$ cat src/rtl/i2c_cond_pkg.sv
package i2c_cond_pkg;
  typedef enum logic [2:0] {
    CS_IDLE,
    CS_RS_LOW,
    CS_RS_RISE,
    CS_RS_SETUP,
    CS_SDA_HOLD,
    CS_SCL_FALL,
    CS_LOW_CNT
  } cond_state_e;

  localparam int unsigned KIND_START   = 0;
  localparam int unsigned KIND_RESTART = 1;
endpackage

$ cat src/rtl/cond_sync.sv
module cond_sync #(
  parameter int unsigned W        = 1,
  parameter logic        RST_LVL  = 1'b1
) (
  input  logic         clk,
  input  logic         rst,
  input  logic [W-1:0] din,
  output logic [W-1:0] dout
);
  genvar gi;
  generate
    for (gi = 0; gi < W; gi++) begin : g_bit
      logic s1, s2;
      always_ff @(posedge clk) begin
        if (rst) begin
          s1 <= RST_LVL;
          s2 <= RST_LVL;
        end else begin
          s1 <= din[gi];
          s2 <= s1;
        end
      end
      assign dout[gi] = s2;
    end
  endgenerate
endmodule

$ cat src/rtl/cond_timer.sv
module cond_timer #(
  parameter int unsigned TW = 9
) (
  input  logic          clk,
  input  logic          rst,
  input  logic          load,
  input  logic [TW-1:0] load_val,
  output logic          expire
);
  logic [TW-1:0] cnt;

  always_ff @(posedge clk) begin
    if (rst)                   cnt <= '0;
    else if (load)             cnt <= load_val;
    else if (cnt > TW'(1))     cnt <= cnt - TW'(1);
  end

  // a phase loaded with V lasts max(V,1) cycles
  assign expire = (cnt <= TW'(1));
endmodule

$ cat src/rtl/cond_req.sv
module cond_req #(
  parameter int unsigned N = 2
) (
  input  logic         clk,
  input  logic         rst,
  input  logic [N-1:0] set,
  input  logic [N-1:0] clr,
  output logic [N-1:0] pend
);
  genvar gi;
  generate
    for (gi = 0; gi < N; gi++) begin : g_req
      logic p;
      always_ff @(posedge clk) begin
        if (rst) p <= 1'b0;
        else     p <= (p & ~clr[gi]) | set[gi];
      end
      assign pend[gi] = p;
    end
  endgenerate
endmodule

$ cat src/rtl/cond_fsm.sv
module cond_fsm
  import i2c_cond_pkg::*;
#(
  parameter int unsigned CW        = 8,
  parameter int unsigned HOLD_CYC  = 4,
  parameter int unsigned SETUP_CYC = 5,
  localparam int unsigned TW       = CW + 1
) (
  input  logic          clk,
  input  logic          rst,
  input  logic [1:0]    pend,
  input  logic          bus_busy,
  input  logic          master_mode,
  input  logic [CW-1:0] high_cnt,
  input  logic [CW-1:0] low_cnt,
  input  logic          scl_s,
  input  logic          expire,
  output logic          tmr_load,
  output logic [TW-1:0] tmr_val,
  output logic [1:0]    req_clr,
  output logic          scl_pull,
  output logic          sda_pull,
  output logic          busy,
  output logic          cond_done
);
  cond_state_e st, st_n;
  logic        kind, kind_n;
  logic        done_n;
  logic [TW-1:0] hold_len, low_len;

  assign hold_len = TW'(high_cnt) + TW'(HOLD_CYC);
  assign low_len  = TW'(low_cnt);

  always_comb begin
    st_n     = st;
    kind_n   = kind;
    tmr_load = 1'b0;
    tmr_val  = '0;
    done_n   = 1'b0;
    req_clr  = '0;
    unique case (st)
      CS_IDLE: begin
        if (pend[KIND_START] && !bus_busy) begin
          st_n     = CS_SDA_HOLD;
          kind_n   = 1'b0;
          tmr_load = 1'b1;
          tmr_val  = hold_len;
        end else if (pend[KIND_RESTART] && bus_busy && master_mode) begin
          st_n     = CS_RS_LOW;
          kind_n   = 1'b1;
          tmr_load = 1'b1;
          tmr_val  = low_len;
        end
      end
      CS_RS_LOW:   if (expire) st_n = CS_RS_RISE;
      CS_RS_RISE: begin
        if (scl_s) begin
          st_n     = CS_RS_SETUP;
          tmr_load = 1'b1;
          tmr_val  = TW'(SETUP_CYC);
        end
      end
      CS_RS_SETUP: begin
        if (expire) begin
          st_n     = CS_SDA_HOLD;
          tmr_load = 1'b1;
          tmr_val  = hold_len;
        end
      end
      CS_SDA_HOLD: if (expire) st_n = CS_SCL_FALL;
      CS_SCL_FALL: begin
        if (!scl_s) begin
          st_n     = CS_LOW_CNT;
          tmr_load = 1'b1;
          tmr_val  = low_len;
        end
      end
      CS_LOW_CNT: begin
        if (expire) begin
          st_n          = CS_IDLE;
          done_n        = 1'b1;
          req_clr[kind] = 1'b1;
        end
      end
      default: st_n = CS_IDLE;
    endcase
  end

  always_ff @(posedge clk) begin
    if (rst) begin
      st        <= CS_IDLE;
      kind      <= 1'b0;
      cond_done <= 1'b0;
    end else begin
      st        <= st_n;
      kind      <= kind_n;
      cond_done <= done_n;
    end
  end

  assign scl_pull = (st == CS_RS_LOW) || (st == CS_SCL_FALL) || (st == CS_LOW_CNT);
  assign sda_pull = (st == CS_SDA_HOLD) || (st == CS_SCL_FALL) || (st == CS_LOW_CNT);
  assign busy     = (st != CS_IDLE);
endmodule

$ cat src/rtl/i2c_cond_seq.sv
module i2c_cond_seq #(
  parameter int unsigned CW        = 8,
  parameter int unsigned HOLD_CYC  = 4,
  parameter int unsigned SETUP_CYC = 5
) (
  input  logic          clk,
  input  logic          rst,
  input  logic          start_set,
  input  logic          restart_set,
  input  logic          bus_busy,
  input  logic          master_mode,
  input  logic [CW-1:0] high_cnt,
  input  logic [CW-1:0] low_cnt,
  input  logic          scl_in,
  output logic          scl_pull,
  output logic          sda_pull,
  output logic          start_pend,
  output logic          restart_pend,
  output logic          busy,
  output logic          cond_done
);
  localparam int unsigned TW = CW + 1;

  logic [1:0]    pend, clr;
  logic          scl_s, expire, tmr_load;
  logic [TW-1:0] tmr_val;

  cond_sync #(.W(1), .RST_LVL(1'b1)) u_sync (
    .clk(clk), .rst(rst), .din(scl_in), .dout(scl_s)
  );

  cond_req #(.N(2)) u_req (
    .clk(clk), .rst(rst), .set({restart_set, start_set}), .clr(clr), .pend(pend)
  );

  cond_timer #(.TW(TW)) u_tmr (
    .clk(clk), .rst(rst), .load(tmr_load), .load_val(tmr_val), .expire(expire)
  );

  cond_fsm #(.CW(CW), .HOLD_CYC(HOLD_CYC), .SETUP_CYC(SETUP_CYC)) u_fsm (
    .clk(clk), .rst(rst), .pend(pend), .bus_busy(bus_busy),
    .master_mode(master_mode), .high_cnt(high_cnt), .low_cnt(low_cnt),
    .scl_s(scl_s), .expire(expire), .tmr_load(tmr_load), .tmr_val(tmr_val),
    .req_clr(clr), .scl_pull(scl_pull), .sda_pull(sda_pull), .busy(busy),
    .cond_done(cond_done)
  );

  assign start_pend   = pend[0];
  assign restart_pend = pend[1];
endmodule

$ cat config.mk
export PLATFORM = sky130hd
export DESIGN_NAME = i2c_cond_seq
export DESIGN_NICKNAME = d
export VERILOG_FILES = /design/src/rtl/i2c_cond_pkg.sv /design/src/rtl/cond_sync.sv /design/src/rtl/cond_timer.sv /design/src/rtl/cond_req.sv /design/src/rtl/cond_fsm.sv /design/src/rtl/i2c_cond_seq.sv
export SDC_FILE = /design/constraint.sdc
export NUM_CORES = 1
export LEC_CHECK = 0
export ABC_CLOCK_PERIOD_IN_PS = 1900
export BUFFER_PORTS_ARGS = -buffer_cell sky130_fd_sc_hd__clkbuf_2
export CELL_PAD_IN_SITES_DETAIL_PLACEMENT = 1
export CELL_PAD_IN_SITES_GLOBAL_PLACEMENT = 2
export CORE_UTILIZATION = 30
export DETAILED_ROUTE_END_ITERATION = 12
export HOLD_SLACK_MARGIN = 0.06
export PLACE_DENSITY_LB_ADDON = 0.1
export SYNTH_ARGS = -nofsm -noshare
export SYNTH_HDL_FRONTEND = slang
export SYNTH_SLANG_ARGS = --single-unit
$ cat constraint.sdc
create_clock -name clk -period 1.9 [get_ports clk]
set_input_delay 0.095 -clock clk [delete_from_list [all_inputs] [get_ports clk]]
set_output_delay 0.095 -clock clk [all_outputs]
set_load 0.005 [all_outputs]
==> metrics.md, run 1 <==
| Metric | Value |
|---|---|
| Die Area | `between 4000 and 5000 µm²` |
| Hold Path Class | `in -> reg` |
| Critical path, cell by cell | `nor4_4, nand4_2, nor2b_4, or4_4, o21ai_2` |
| Mapped Area | `between 1000 and 1500 µm²` |
| Final estimated routing congestion in global placement | `approximately 0.84` |
| Synthesized area per cell | `roughly 8.3 µm²` |
| Residual DRC | `0` |
| TritonRoute pass-1 iters | `4` |
| Leakage | `between 0.6 and 0.7 nW` |
| Simple-gate share of the synthesized area | `0.330` |
| Min Hold Slack | `around 0.13 ns` |
| Number of buffers created by CTS | `3` |
| CP startpoint kind | `flip-flop` |
| Nets | `~210` |
| Max-slew violations | `0` |
| Synth Register Bits | `18` |
| Worst path arrival time | `a little over 2 ns` |
| CTS tree | `built` |
| Setup violators final | `0` |
| Grt ovf | `0` |
| Fill count | `454` |
| Least-Margin Pin Slew | `~0.4 ns` |
| Crit path kind | `reg -> reg` |
| Worst path slowest cell | `or4_4` |
| Core ar. | `3770 µm²` |
| Gate count after technology mapping | `145` |
| Post-synth EDFFs | `0` |
| Initial detailed-routing violation count | `29` |
| Critical Path End Type | `flip-flop` |
| IO Count | `29` |
| Area grow syn2layout | `32.3%` |
| Skew-Pair Late Insertion Delay | `~0.27 ns` |
| Fin util | `0.423` |
| Post-synthesis adder-cell area fraction | `0.0311` |
| WL final | `3.50 mm` |
| Max clock buf depth | `2` |
| Yosys warnings | `0` |
| First-pass GRT wire length | `between 6 and 7 mm` |
| CP required | `2.10 ns` |
| H-tree levels | `1` |
| P per Cell Area | `around 1400 nW/µm²` |
| Vias in the first global route | `about 1300` |
| ANT cells | `0` |
| MaxCap Viol Count | `0` |
| Largest family of logic cells by synthesized area | `simple AND/OR/NAND/NOR gates` |
| Avg Vias per Cell | `~5.3` |
| Syn Nets | `171` |
| Most common cell after layout, fill and taps aside | `clkbuf_2` |
| Fmax | `approximately 550 MHz` |
| Post-synthesis mux area share | `0.00830` |
| Status | `finished, final reports clean` |
| Slew HR | `0.725` |
| Post-route ant nets | `0` |
| Xor/xnor share of the synthesized area | `0.0799` |
| Die width | `~65 µm` |
| Post-CTS Setup Repair Bufs | `0` |
| Primary FF master, synth | `dfxtp_1` |
| Clock root buffer | `clkbuf_8` |
| Routed wire per std cell | `14.9 µm` |
| Maximum fanout along the worst path | `5` |
| FFs w/ async S/R, synth | `0` |
| Initial antenna violation count | `0` |
| Final Hold Viols | `0` |
| Total GRT Usage | `0.188` |
| Worst vdd ir | `approximately 0.31 mV` |
| Initial Utilization | `0.320` |
| Most frequent cells in the layout | `clkbuf_2 (28), dfxtp_1 (17), buf_4 (13), nor2_1 (12), nand2_1 (10)` |
| Delay of the slowest critical-path stage | `approximately 0.51 ns` |
| # rows | `22` |
| RSZ-0062 raised after global routing | `yes` |
| Period utilization | `0.957` |
| Pre-CTS WS | `approximately 0.0036 ns` |
| Synth Area in Compound Gates | `0.214` |
| Via count | `approximately 1200` |
| Worst-path clk slew | `roughly 0.07 ns` |
| I/O Buffers | `28` |
| Netlist cell types | `52` |
| Largest net degree at the start of global routing | `19` |
| Post-DP HPWL | `approximately 2.8 mm` |
| Layout cell share with drive strength beyond 1 | `0.348` |
| Die Y-Extent | `65.4 µm` |
| Post-route minimum period | `between 1.5 and 2 ns` |
| Seq/Total Area, Yosys | `0.299` |
| Clk sinks | `18` |
| Final Skew | `0.00489 ns` |
| Final WS setup | `0.0825 ns` |
==> critical path: cells and delay by family, from the launching register on <==
kind / cells / cell delay, ns
simple gates: 4 / 1.31
compound gates: 1 / 0.06
flops: 1 / 0.39
==> sequential cells by signal, indices dropped and copies added, names as in the netlist <==
signal	count
u_fsm.cond_done	1
u_fsm.kind	1
u_fsm.st	3
u_req.g_req.p	2
u_sync.dout	1
u_sync.g_bit.s1	1
u_tmr.cnt	9
==> routing by layer <==
layer,track usage,vias up,wire (µm)
met3,0.0313,5,134
met5,0,-,0
li1,-,616,-
met2,0.285,26,1510
met4,0.0815,0,60
met1,0.259,595,1800
==> repair_timing <==
| action | 4_1_cts | 5_1_grt |
|---|---|---|
| hold buffers | 3 | 0 |
| hold endpoints to repair | 3 | 0 |
| pin swaps | 0 | 2 |
| setup endpoints to repair | 1 | 5 |
| resized for setup | 1 | 7 |
==> cells by family (layout without fill, tap and decap cells) <==
| logic type | after synthesis | in the layout |
|---|---|---|
| DFF | 18 | 18 |
| adders and majority gates | 3 | 3 |
| buffers and inverters | 12 | 54 |
| and+or+nand+nor | 62 | 62 |
| muxes | 1 | 1 |
| xor gates and xnor gates | 11 | 11 |
| AOI/OAI and AO/OA | 38 | 38 |
==> per-stage QoR <==
step | total power, mW | cells | instance area, µm² | TNS (ns)
3_3_place_gp | 1.81 | 228 | 1480 | 0
6_report | 2.23 | 235 | 1600 | 0
5_1_grt | 2.41 | 235 | 1600 | -0.0224
4_1_cts | 2.18 | 235 | 1570 | 0
3_5_place_dp | 1.83 | 228 | 1480 | 0
2_1_floorplan | 1.44 | 145 | 1210 | 0
==> power by group <==
part	internal [mW]	switching, mW	total (mW)	leakage, nW
sequential	0.491	0.142	0.633	0.149
combinational	0.624	0.638	1.26	0.515
clock	0.185	0.146	0.331	0.0288
total	1.30	0.927	2.23	0.693
==> path summary, 6_finish.rpt <==
path / from / end / slack (ns) / depth (start not counted)
max: u_tmr.cnt[3] / u_tmr.cnt[8] / 0.08 / 5
min: high_cnt[1] / u_tmr.cnt[1] / 0.13 / 3
max reg2reg: u_tmr.cnt[3] / u_tmr.cnt[8] / 0.08 / 5
min reg2reg: u_sync.g_bit[0].s1 / u_sync.dout / 0.41 / 1
==> cell type report <==
cell class | instances | area [µm²] | area share
clock buffer | 4 | 55.1 | 0.0345
inverter | 6 | 22.5 | 0.0141
multi-input combinational | 115 | 826 | 0.518
sequential | 18 | 364 | 0.228
tap | 48 | 60.1 | 0.0376
timing repair buffer | 44 | 268 | 0.168
==> synthesized netlist by cell type, types with 2 or more instances <==
cell type | n | area [µm²]
xnor2_1 | 6 | 52.6
clkbuf_1 | 5 | 18.8
a211oi_1 | 2 | 15.0
o21ai_0 | 6 | 30.0
or2_2 | 3 | 18.8
nor2b_1 | 2 | 12.5
nor3b_1 | 3 | 22.5
nand3_1 | 8 | 40.0
o21ai_2 | 2 | 17.5
inv_1 | 6 | 22.5
nor2_1 | 12 | 45.0
dfxtp_1 | 18 | 360
o22ai_1 | 3 | 18.8
ha_1 | 3 | 37.5
a21oi_1 | 9 | 45.0
xor2_1 | 5 | 43.8
nor3_1 | 5 | 25.0
a22oi_1 | 4 | 30.0
nand2_1 | 10 | 37.5
(Power assumes the default switching activity.)
==> run 2: changes to the inputs <==
--- a/config.mk
+++ b/config.mk
@@ -6,13 +6,14 @@
 export NUM_CORES = 1
 export LEC_CHECK = 0
 export ABC_CLOCK_PERIOD_IN_PS = 1900
-export BUFFER_PORTS_ARGS = -buffer_cell sky130_fd_sc_hd__clkbuf_2
 export CELL_PAD_IN_SITES_DETAIL_PLACEMENT = 1
 export CELL_PAD_IN_SITES_GLOBAL_PLACEMENT = 2
 export CORE_UTILIZATION = 30
 export DETAILED_ROUTE_END_ITERATION = 12
+export DONT_BUFFER_PORTS = 1
 export HOLD_SLACK_MARGIN = 0.06
 export PLACE_DENSITY_LB_ADDON = 0.1
+export SLEW_MARGIN = 20
 export SYNTH_ARGS = -nofsm -noshare
 export SYNTH_HDL_FRONTEND = slang
 export SYNTH_SLANG_ARGS = --single-unit
==> run 2 against run 1 <==
  * Sequential power barely moved
  * Power shrank 3.4%
  * Worst hold slack worse by 0.063 ns
  * Final cell count decreased by 8.5%
  * Sequential share of layout area up 1.0 points
  * Non-clock buffer count down 20
==> metrics.md, run 2 (synthesized netlist as in run 1, its figures left out) <==
| Metric | Value |
|---|---|
| Reg with most FFs | `u_tmr.cnt (unchanged)` |
| Leakage | `0.617 nW (was 0.693 nW)` |
| CTS tree | `built (unchanged)` |
| Post-route ant nets | `0 (unchanged)` |
| Metal-1 WL | `1.78 mm (was 1.80 mm)` |
| Total GRT Usage | `0.185 (was 0.188)` |
| Worst-path clk slew | `0.07 ns (about the same)` |
| I/O Buffers | `0 (was 28)` |
| Setup crit end | `u_tmr.cnt[7] (was u_tmr.cnt[8])` |
| CP startpoint kind | `flip-flop (unchanged)` |
| Final Hold Viols | `0 (unchanged)` |
| Largest register FFs | `9 (unchanged)` |
| Fmax | `556 MHz (was 550 MHz)` |
| WL final | `3.54 mm (was 3.50 mm)` |
| Min Hold Slack | `0.0670 ns (was 0.130 ns)` |
| Worst flop-to-flop path startpoint | `u_tmr.cnt[3] (unchanged)` |
| Least-Margin Pin Slew | `0.742 ns (was 0.412 ns)` |
| Slew HR | `0.504 (was 0.725)` |
| Layout cell share with drive strength beyond 1 | `0.228 (was 0.348)` |
| Worst vdd ir | `0.409 mV (was 0.313 mV)` |
| Pre-CTS WS | `0.0539 ns (was 0.00361 ns)` |
| Maximum fanout along the worst path | `5 (unchanged)` |
| ANT cells | `0 (unchanged)` |
| First-pass GRT wire length | `5.94 mm (was 6.05 mm)` |
| P per Cell Area | `1420 nW/µm² (was 1400 nW/µm²)` |
| CP startpoint | `u_tmr.cnt[3] (unchanged)` |
| Clock root buffer | `clkbuf_8 (unchanged)` |
| Grt ovf | `0 (unchanged)` |
| Via count | `1125 (was 1242)` |
| Top sig layer | `met4 (unchanged)` |
| Inst Count DP | `202 (was 228)` |
| Critical Path End Type | `flip-flop (unchanged)` |
| TritonRoute pass-1 iters | `4 (unchanged)` |
| Period utilization | `0.946 (was 0.957)` |
| Most frequent cells in the layout | `dfxtp_1 (17), buf_4 (15), nor2_1 (12), nand2_1 (10) (was clkbuf_2 (28), dfxtp_1 (17), buf_4 (13), nor2_1 (12), nand2_1 (10))` |
| Worst path slowest cell | `or4_1 (was or4_4)` |
| Top Registers | `u_tmr.cnt: 9 flops, u_fsm.st: 3 flops, u_req.g_req.p: 2 flops (unchanged)` |
| Most common cell after layout, fill and taps aside | `dfxtp_1 (was clkbuf_2)` |
| WL met2 | `1.55 mm (was 1.51 mm)` |
| Post-DP HPWL | `2.75 mm (was 2.84 mm)` |
| Skew-Pair Late Insertion Delay | `0.26 ns (was 0.27 ns)` |
| Final WS setup | `0.102 ns (was 0.0825 ns)` |
| Avg Vias per Cell | `5.23 (was 5.29)` |
| Reg2reg end | `u_tmr.cnt[7] (was u_tmr.cnt[8])` |
| Residual DRC | `0 (unchanged)` |
| Initial detailed-routing violation count | `48 (was 29)` |
| IO Count | `29 (unchanged)` |
| RSZ-0062 raised after global routing | `yes (unchanged)` |
| Area grow syn2layout | `25.6% (was 32.3%)` |
| Die width | `65.4 µm (unchanged)` |
| Max clock buf depth | `2 (unchanged)` |
| MaxCap Viol Count | `0 (unchanged)` |
| Crit path max-delay family | `simple AND/OR/NAND/NOR gates (unchanged)` |
| H-tree levels | `1 (unchanged)` |
| Non-Filler Instances | `215 (was 235)` |
| Post-route minimum period | `1.80 ns (was 1.82 ns)` |
| Initial antenna violation count | `0 (unchanged)` |
| Crit path kind | `reg -> reg (unchanged)` |
| Post-CTS Setup Repair Bufs | `0 (unchanged)` |
| Largest net degree at the start of global routing | `18 (was 19)` |
| Critical path depth in cells | `5 (unchanged)` |
| Die Y-Extent | `65.4 µm (unchanged)` |
| Crit path buffers/inverters | `0 (unchanged)` |
| Number of buffers created by CTS | `3 (unchanged)` |
| Fill count | `450 (was 454)` |
| Max-slew violations | `0 (unchanged)` |
| Total power | `2.15 mW (was 2.23 mW)` |
| Status | `finished, final reports clean (unchanged)` |
| Critical path, cell by cell | `or4_1, nor4_2, xnor2_1, o221ai_1, and2_1 (was nor4_4, nand4_2, nor2b_4, or4_4, o21ai_2)` |
| CP required | `2.06 ns (was 2.10 ns)` |
| Nets | `194 (was 214)` |
| Vias in the first global route | `1207 (was 1261)` |
| Final estimated routing congestion in global placement | `0.782 (was 0.845)` |
| Delay of the slowest critical-path stage | `0.61 ns (was 0.51 ns)` |
| # rows | `22 (unchanged)` |
| Routed wire per std cell | `16.4 µm (was 14.9 µm)` |
| Met3 routed WL | `169 µm (was 134 µm)` |
| R2r setup slk | `0.10 ns (was 0.08 ns)` |
| Setup violators final | `0 (unchanged)` |
| Hold Path Class | `in -> reg (unchanged)` |
| Final Skew | `0.000783 ns (was 0.00489 ns)` |
| Core ar. | `3770 µm² (unchanged)` |
| Reg2Reg Depth | `5 (unchanged)` |
| Initial Utilization | `0.320 (unchanged)` |
| Worst path arrival time | `1.96 ns (was 2.02 ns)` |
| Die Area | `4280 µm² (unchanged)` |
| Clk sinks | `18 (unchanged)` |
==> run 2: cell count changes in the layout (fill, tap and decap cells not counted) <==
cell and delta:
nor4_4 -1, dfxtp_2 +1, or4_1 +1, clkbuf_2 -28
nor4_2 +1, dfxtp_4 -1, buf_4 +2, or4_4 -1
dlygate4sd3_1 +6
==> run 2: worst register-to-register path, stage by stage (launching register included) <==
cell	delay, ns
dfxtp_1	0.37
or4_1	0.61
nor4_2	0.24
xnor2_1	0.17
o221ai_1	0.14
and2_1	0.17
==> run 2: repair_timing <==
item                       CTS  global route
hold endpoints to repair    18             0
setup endpoints to repair    0             9
resized for setup            0             5
hold buffers                 9             0
==> run 2: worst min-delay path by stage <==
| stage | startpoint | end | cells after the start |
|---|---|---|---|
| floorplan | scl_in | u_sync.g_bit[0].s1 | 1 |
| global placement | rst | u_req.g_req[0].p | 1 |
| detailed placement | rst | u_req.g_req[0].p | 1 |
| CTS | rst | u_tmr.cnt[8] | 2 |
| global route | rst | u_tmr.cnt[8] | 2 |
| finish | rst | u_tmr.cnt[8] | 2 |
==> run 2: power breakdown <==
group          switching [mW]  internal [mW]  total (mW)
combinational           0.600          0.592        1.19
clock                   0.142          0.184       0.326
sequential              0.146          0.487       0.633
==> run 2: final cells by class <==
type,count,area [µm²],share of cell area
multi-input combinational,115,813,0.537
sequential,18,362,0.239
timing repair buffer,24,203,0.134
tap,48,60.1,0.0396
clock buffer,4,55.1,0.0363
inverter,6,22.5,0.0149
==> run 2: through the flow <==
stage	cell area, µm²	util	setup TNS, ns
after floorplan	1210	-	0
after global placement	1360	0.359	0
after detailed placement	1360	0.359	0
after CTS	1500	0.398	0
after global routing	1520	0.402	-0.0146
final	1520	0.402	0
==> run 2: layer usage <==
metal	vias up	GRT usage
met3	4	0.0417
met5	-	0
li1	572	-
met1	524	0.255
met4	0	0.0489
met2	25	0.289
